### src/rtl/pci_irq_router_pkg.sv
package pci_irq_router_pkg;

  localparam int IRQ_BASE      = 32;
  localparam int PINS_PER_SLOT = 4;

  // Board routing table: interrupt number for (slot, pin).
  function automatic int route_irq(input int slot, input int pin);
    int num;
    if (slot == 5)                      num = (pin % 4) + IRQ_BASE;
    else if (slot == 6)                 num = 4 + IRQ_BASE;
    else if (slot == 7)                 num = 5 + IRQ_BASE;
    else if (slot >= 8 && slot <= 12)   num = (slot - 8 + pin) + 6 + IRQ_BASE;
    else                                num = pin; // untranslated
    return num;
  endfunction

endpackage

### src/rtl/irq_reset_sync.sv
module irq_reset_sync #(
  parameter int STAGES = 2
) (
  input  logic clk,
  input  logic rst_n,
  output logic rst_sync_n
);
  logic [STAGES-1:0] chain_q;
  logic [STAGES-1:0] chain_d;

  always_comb begin
    chain_d = {chain_q[STAGES-2:0], 1'b1};
  end

  always_ff @(posedge clk or negedge rst_n) begin
    if (!rst_n) chain_q <= '0;
    else        chain_q <= chain_d;
  end

  assign rst_sync_n = chain_q[STAGES-1];
endmodule

### src/rtl/irq_slot_map.sv
module irq_slot_map
  import pci_irq_router_pkg::*;
#(
  parameter int NUM_SLOTS = 16,
  parameter int NUM_LINES = 32
) (
  input  logic [NUM_SLOTS*PINS_PER_SLOT-1:0] slot_req,
  output logic [NUM_LINES-1:0]               line_act
);
  localparam int NREQ = NUM_SLOTS * PINS_PER_SLOT;

  // Constant mask of the request bits that feed one line.
  function automatic logic [NREQ-1:0] source_mask(input int line);
    logic [NREQ-1:0] m;
    m = '0;
    for (int s = 0; s < NUM_SLOTS; s++) begin
      for (int p = 0; p < PINS_PER_SLOT; p++) begin
        if (route_irq(s, p) - IRQ_BASE == line) m[s*PINS_PER_SLOT+p] = 1'b1;
      end
    end
    return m;
  endfunction

  for (genvar l = 0; l < NUM_LINES; l++) begin : g_line
    localparam logic [NREQ-1:0] SRC = source_mask(l);
    assign line_act[l] = |(slot_req & SRC);
  end
endmodule

### src/rtl/irq_line_trigger.sv
module irq_line_trigger #(
  parameter int NUM_LINES = 32
) (
  input  logic                 clk,
  input  logic                 rst_n,
  input  logic [NUM_LINES-1:0] line_act,
  input  logic [NUM_LINES-1:0] edge_sel,
  input  logic [NUM_LINES-1:0] polarity,
  output logic [NUM_LINES-1:0] contrib
);
  logic [NUM_LINES-1:0] act_q;
  logic [NUM_LINES-1:0] act_d;
  logic                 act_en;

  assign act_en = 1'b1;

  always_comb begin
    act_d = act_en ? line_act : act_q;
  end

  always_ff @(posedge clk or negedge rst_n) begin
    if (!rst_n) act_q <= '0;
    else        act_q <= act_d;
  end

  for (genvar l = 0; l < NUM_LINES; l++) begin : g_mode
    logic rise;
    assign rise = line_act[l] & ~act_q[l];
    always_comb begin
      if (edge_sel[l]) contrib[l] = rise;
      else             contrib[l] = line_act[l] & polarity[l];
    end
  end
endmodule

### src/rtl/pci_irq_router.sv
module pci_irq_router
  import pci_irq_router_pkg::*;
#(
  parameter int NUM_SLOTS = 16,
  parameter int NUM_LINES = 32
) (
  input  logic                               clk,
  input  logic                               rst_n,
  input  logic [NUM_SLOTS*PINS_PER_SLOT-1:0] slot_req,
  input  logic [NUM_LINES-1:0]               edge_sel,
  input  logic [NUM_LINES-1:0]               polarity,
  output logic                               cpu_irq
);
  logic                 rst_q_n;
  logic [NUM_LINES-1:0] line_act;
  logic [NUM_LINES-1:0] contrib;
  logic                 irq_d;
  logic                 irq_q;

  irq_reset_sync #(.STAGES(2)) u_rst (
    .clk        (clk),
    .rst_n      (rst_n),
    .rst_sync_n (rst_q_n)
  );

  irq_slot_map #(.NUM_SLOTS(NUM_SLOTS), .NUM_LINES(NUM_LINES)) u_map (
    .slot_req (slot_req),
    .line_act (line_act)
  );

  irq_line_trigger #(.NUM_LINES(NUM_LINES)) u_trig (
    .clk      (clk),
    .rst_n    (rst_q_n),
    .line_act (line_act),
    .edge_sel (edge_sel),
    .polarity (polarity),
    .contrib  (contrib)
  );

  always_comb begin
    irq_d = |contrib;
  end

  always_ff @(posedge clk or negedge rst_q_n) begin
    if (!rst_q_n) irq_q <= 1'b0;
    else          irq_q <= irq_d;
  end

  assign cpu_irq = irq_q;
endmodule

### config.mk
export PLATFORM = sky130hd
export DESIGN_NAME = pci_irq_router
export DESIGN_NICKNAME = d
export VERILOG_FILES = /design/src/rtl/pci_irq_router_pkg.sv /design/src/rtl/irq_reset_sync.sv /design/src/rtl/irq_slot_map.sv /design/src/rtl/irq_line_trigger.sv /design/src/rtl/pci_irq_router.sv
export SDC_FILE = /design/constraint.sdc
export NUM_CORES = 1
export LEC_CHECK = 0
export ABC_AREA = 0
export BUFFER_PORTS_ARGS = -buffer_cell sky130_fd_sc_hd__buf_2
export CAP_MARGIN = 15
export CORE_MARGIN = 5
export CORE_UTILIZATION = 25
export CTS_CLUSTER_DIAMETER = 50
export DETAILED_ROUTE_END_ITERATION = 10
export GPL_TIMING_DRIVEN = 1
export PLACE_DENSITY = 0.77
export SYNTH_ARGS = -nofsm -noshare
export SYNTH_HDL_FRONTEND = slang
export SYNTH_SLANG_ARGS = --single-unit
export TNS_END_PERCENT = 20
### constraint.sdc
create_clock -name clk -period 0.8 [get_ports clk]
set_clock_uncertainty 0.05 [all_clocks]
set_input_delay 0.2 -clock clk [delete_from_list [all_inputs] [get_ports clk]]
set_output_delay 0.2 -clock clk [all_outputs]
set_load 0.02 [all_outputs]
==> Implementation_results.wiki <==
{| class="wikitable"
! Metric !! Value
|-
| Status || finished with violations
|-
| Failing checks || negative setup slack
|-
| Startpoint of the most critical setup path || slot_req[27]
|-
| Starting density of the core || 25.7%
|-
| Multi-input gate area in the final layout || 272 µm²
|-
| Critical register-to-register path startpoint || u_trig.act_q[7]
|-
| Synth Net Count || 191
|-
| CTS tree || done
|-
| Total congestion overflow || 0
|-
| Worst reg-to-reg path cell count || 5
|-
| Area share of the largest cell type after synthesis || 61.0%
|-
| Total of endpoints with negative setup slack in the final report || 2
|-
| Biggest area contributors in the synthesized netlist || dfrtp_1 61%, o211ai_1 6.5%, or4_4 6.5%, a21oi_1 4.3%, nand2_1 4.3%
|-
| Routability-driven placement congestion ratio || 0.755
|-
| Number of global-route vias before repair || 883
|-
| Most area-hungry cell type in the Yosys netlist || dfrtp_1
|-
| Routed len/inst || 12.3 µm
|-
| Number of port buffers || 62
|-
| Sequential cell area || 425 µm²
|-
| Maximum VDD drop || 0.676 mV
|-
| Static Leak || 0.574 nW
|-
| End point of the critical path || cpu_irq
|-
| Critical setup path kind || input pin to flop
|-
| H-tree depth reported by CTS || 1
|-
| Required @ worst endpoint || 0.91 ns
|-
| Clock Pin Slew Worst Setup and Hold Paths || 0.10 ns
|-
| Share of post-route cells with drive strength above 1 || 55.1%
|-
| Initial antenna violation count || 0
|-
| # nets final || 267
|-
| Layout area overhead || 67.9%
|-
| Fraction of the cycle the final worst path needs || 144%
|-
| Number of buffers created by CTS || 3
|-
| CTS sink count || 17
|-
| Endpoint class of the critical path || flop
|-
| Final critical path time including I/O delays and setup || 1.15 ns
|-
| Max cap viols || 0
|-
| DR iter-0 viols || 13
|-
| Std-Cell Core Area || 2710 µm²
|-
| Total wire length || 2050 µm
|-
| Worst setup slack after placement || -0.707 ns
|-
| Type of the worst min-delay path || input pin to flop
|-
| Register-to-register path setup slack || -0.19 ns
|-
| Insertion delay of the later-clocked pin in the worst-skew pair || 0.28 ns
|-
| Global-route wire length before repair || 3680 µm
|-
| Overall fraction of global-route tracks in use || 11.6%
|-
| Endpoint arrival time on the critical path || 1.26 ns
|-
| Average vias per placed instance || 4.58
|-
| Number of hold violations in the final report || 0
|-
| Total negative setup slack || -0.592 ns
|-
| Number of buffers between clock root and the deepest sink || 2
|-
| Power, Total || 0.00167 W
|-
| Maximum clock rate || 871 MHz
|-
| # diodes || 0
|-
| Power density of the placed cells || 1430 nW/µm²
|-
| Syn. warnings || 0
|-
| Filler cell count || 282
|-
| Netlist cell types || 12
|-
| Final critical-path setup slack || -0.348 ns
|-
| Destination of the worst register-to-register timing path || cpu_irq
|-
| Post-Syn Area || 697 µm²
|-
| Boundary pin count || 131
|-
| Count of unresolved DRC violations after routing || 0
|-
| Synthesized area divided by synthesized cell count || 11.4 µm²
|-
| Flip-flop and latch count after synthesis || 17
|-
| Rows || 19
|-
| Sequential-to-total area share from yosys stat || 61.0%
|-
| Largest net degree at the start of global routing || 11
|-
| Via total after detailed routing || 765
|-
| Detail Placement HPWL || 1790 µm
|-
| RSZ-0062 raised after global routing || true
|-
| Die Outline Area || 3940 µm²
|-
| Root buffer cell || clkbuf_4
|-
| Final slew viol count || 0
|-
| Die span in x || 62.8 µm
|-
| Number of nets with antenna violations after detailed routing || 0
|-
| Chip height || 62.8 µm
|-
| Highest net fanout along the worst path || 2
|-
| Cells after synthesis || 61
|-
| First-pass detailed-route iteration total || 3
|-
| Startpoint Class || input pin
|}
## placed cells by master (no fill, tap or decap)
cell type	count
clkbuf_4	3
a21oi_1	6
clkbuf_1	1
buf_6	2
or4_4	4
or3_1	2
nand2_1	8
a22oi_1	3
nor2_1	7
conb_1	1
or2_2	2
nand4_1	3
dfrtp_1	17
o211ai_1	6
buf_4	2
buf_2	60
o211ai_2	2
dlygate4sd3_1	7
## flip-flops by register name, summed over array words and instances, names as in the netlist
signal and count:
u_rst.chain_q 2, u_trig.act_q 14, cpu_irq 1
## what timing repair did
item                                    in CTS  in global routing
hold endpoints to repair                     8                  0
pin swaps                                    1                  1
endpoints found under the setup margin       2                  2
buffers inserted                             0                  0
resized for setup                            1                  1
hold buffers                                 7                  0
## logic make-up (layout without fill, tap and decap cells)
| logic type | count (synthesis) | count (layout) | share of synthesized area (%) |
|---|---|---|---|
| AOI/OAI and AO/OA | 17 | 17 | 17.6 |
| buffers and inverters | 0 | 75 | 0 |
| DFF | 17 | 17 | 61.0 |
| other | 1 | 1 | 0.538 |
| and+or+nand+nor | 26 | 26 | 20.8 |
## synthesized netlist by cell type
library cell	count
a21oi_1	6
a22oi_1	3
conb_1	1
dfrtp_1	17
nand2_1	8
nand4_1	3
nor2_1	7
o211ai_1	6
o211ai_2	2
or2_2	2
or3_1	2
or4_4	4
## where the power goes
group          total, W  internal, W  switching, W
clock network  0.000457     0.000193      0.000264
logic          0.000311     0.000193      0.000118
registers      0.000903     0.000893     0.0000101
total           0.00167      0.00128      0.000392
## metal layers
| layer | share of wire (%) | global-route usage [%] | wire length (µm) |
|---|---|---|---|
| met5 | 0 | 0 | 0 |
| met1 | 34 | 11.4 | 696 |
| met4 | 0 | 3.18 | 0 |
| met2 | 55 | 22.0 | 1130 |
| met3 | 11 | 4.50 | 224 |
## how the worst min path moves through the flow
stage | from | endpoint | slack (ns) | depth (start not counted)
after detailed placement | rst_n | u_rst.chain_q[1] | -0.06 | 1
final | slot_req[33] | u_trig.act_q[7] | 0.06 | 2
after CTS | slot_req[33] | u_trig.act_q[7] | 0.04 | 2
after global routing | slot_req[38] | u_trig.act_q[9] | 0.04 | 2
after global placement | rst_n | u_rst.chain_q[0] | -0.07 | 1
after floorplan | rst_n | u_rst.chain_q[0] | -0.15 | 0
## layout make-up
type / instances / area share, %
Sequential cell: 17 / 36.4
Tap cell: 31 / 3.32
Multi-Input combinational cell: 44 / 23.2
Timing Repair Buffer: 71 / 34.9
Clock buffer: 4 / 2.25
## worst max-delay path, stage by stage
cell,delay (ns)
buf_2,0.09
or4_4,0.53
o211ai_2,0.09
nand4_1,0.13
nor2_1,0.13
nand4_1,0.09
## metrics by stage
| stage | cells | cell area (µm²) | util [%] | hold slack, ns |
|---|---|---|---|---|
| floorplan | 61 | 697 | - | -0.146 |
| global placement | 156 | 1060 | 39.2 | -0.0661 |
| detailed placement | 156 | 1060 | 39.2 | -0.0647 |
| CTS | 167 | 1160 | 42.9 | 0.0435 |
| global route | 167 | 1170 | 43.2 | 0.0406 |
| finish | 167 | 1170 | 43.2 | 0.0586 |
Power figures use the tool's default switching activity.
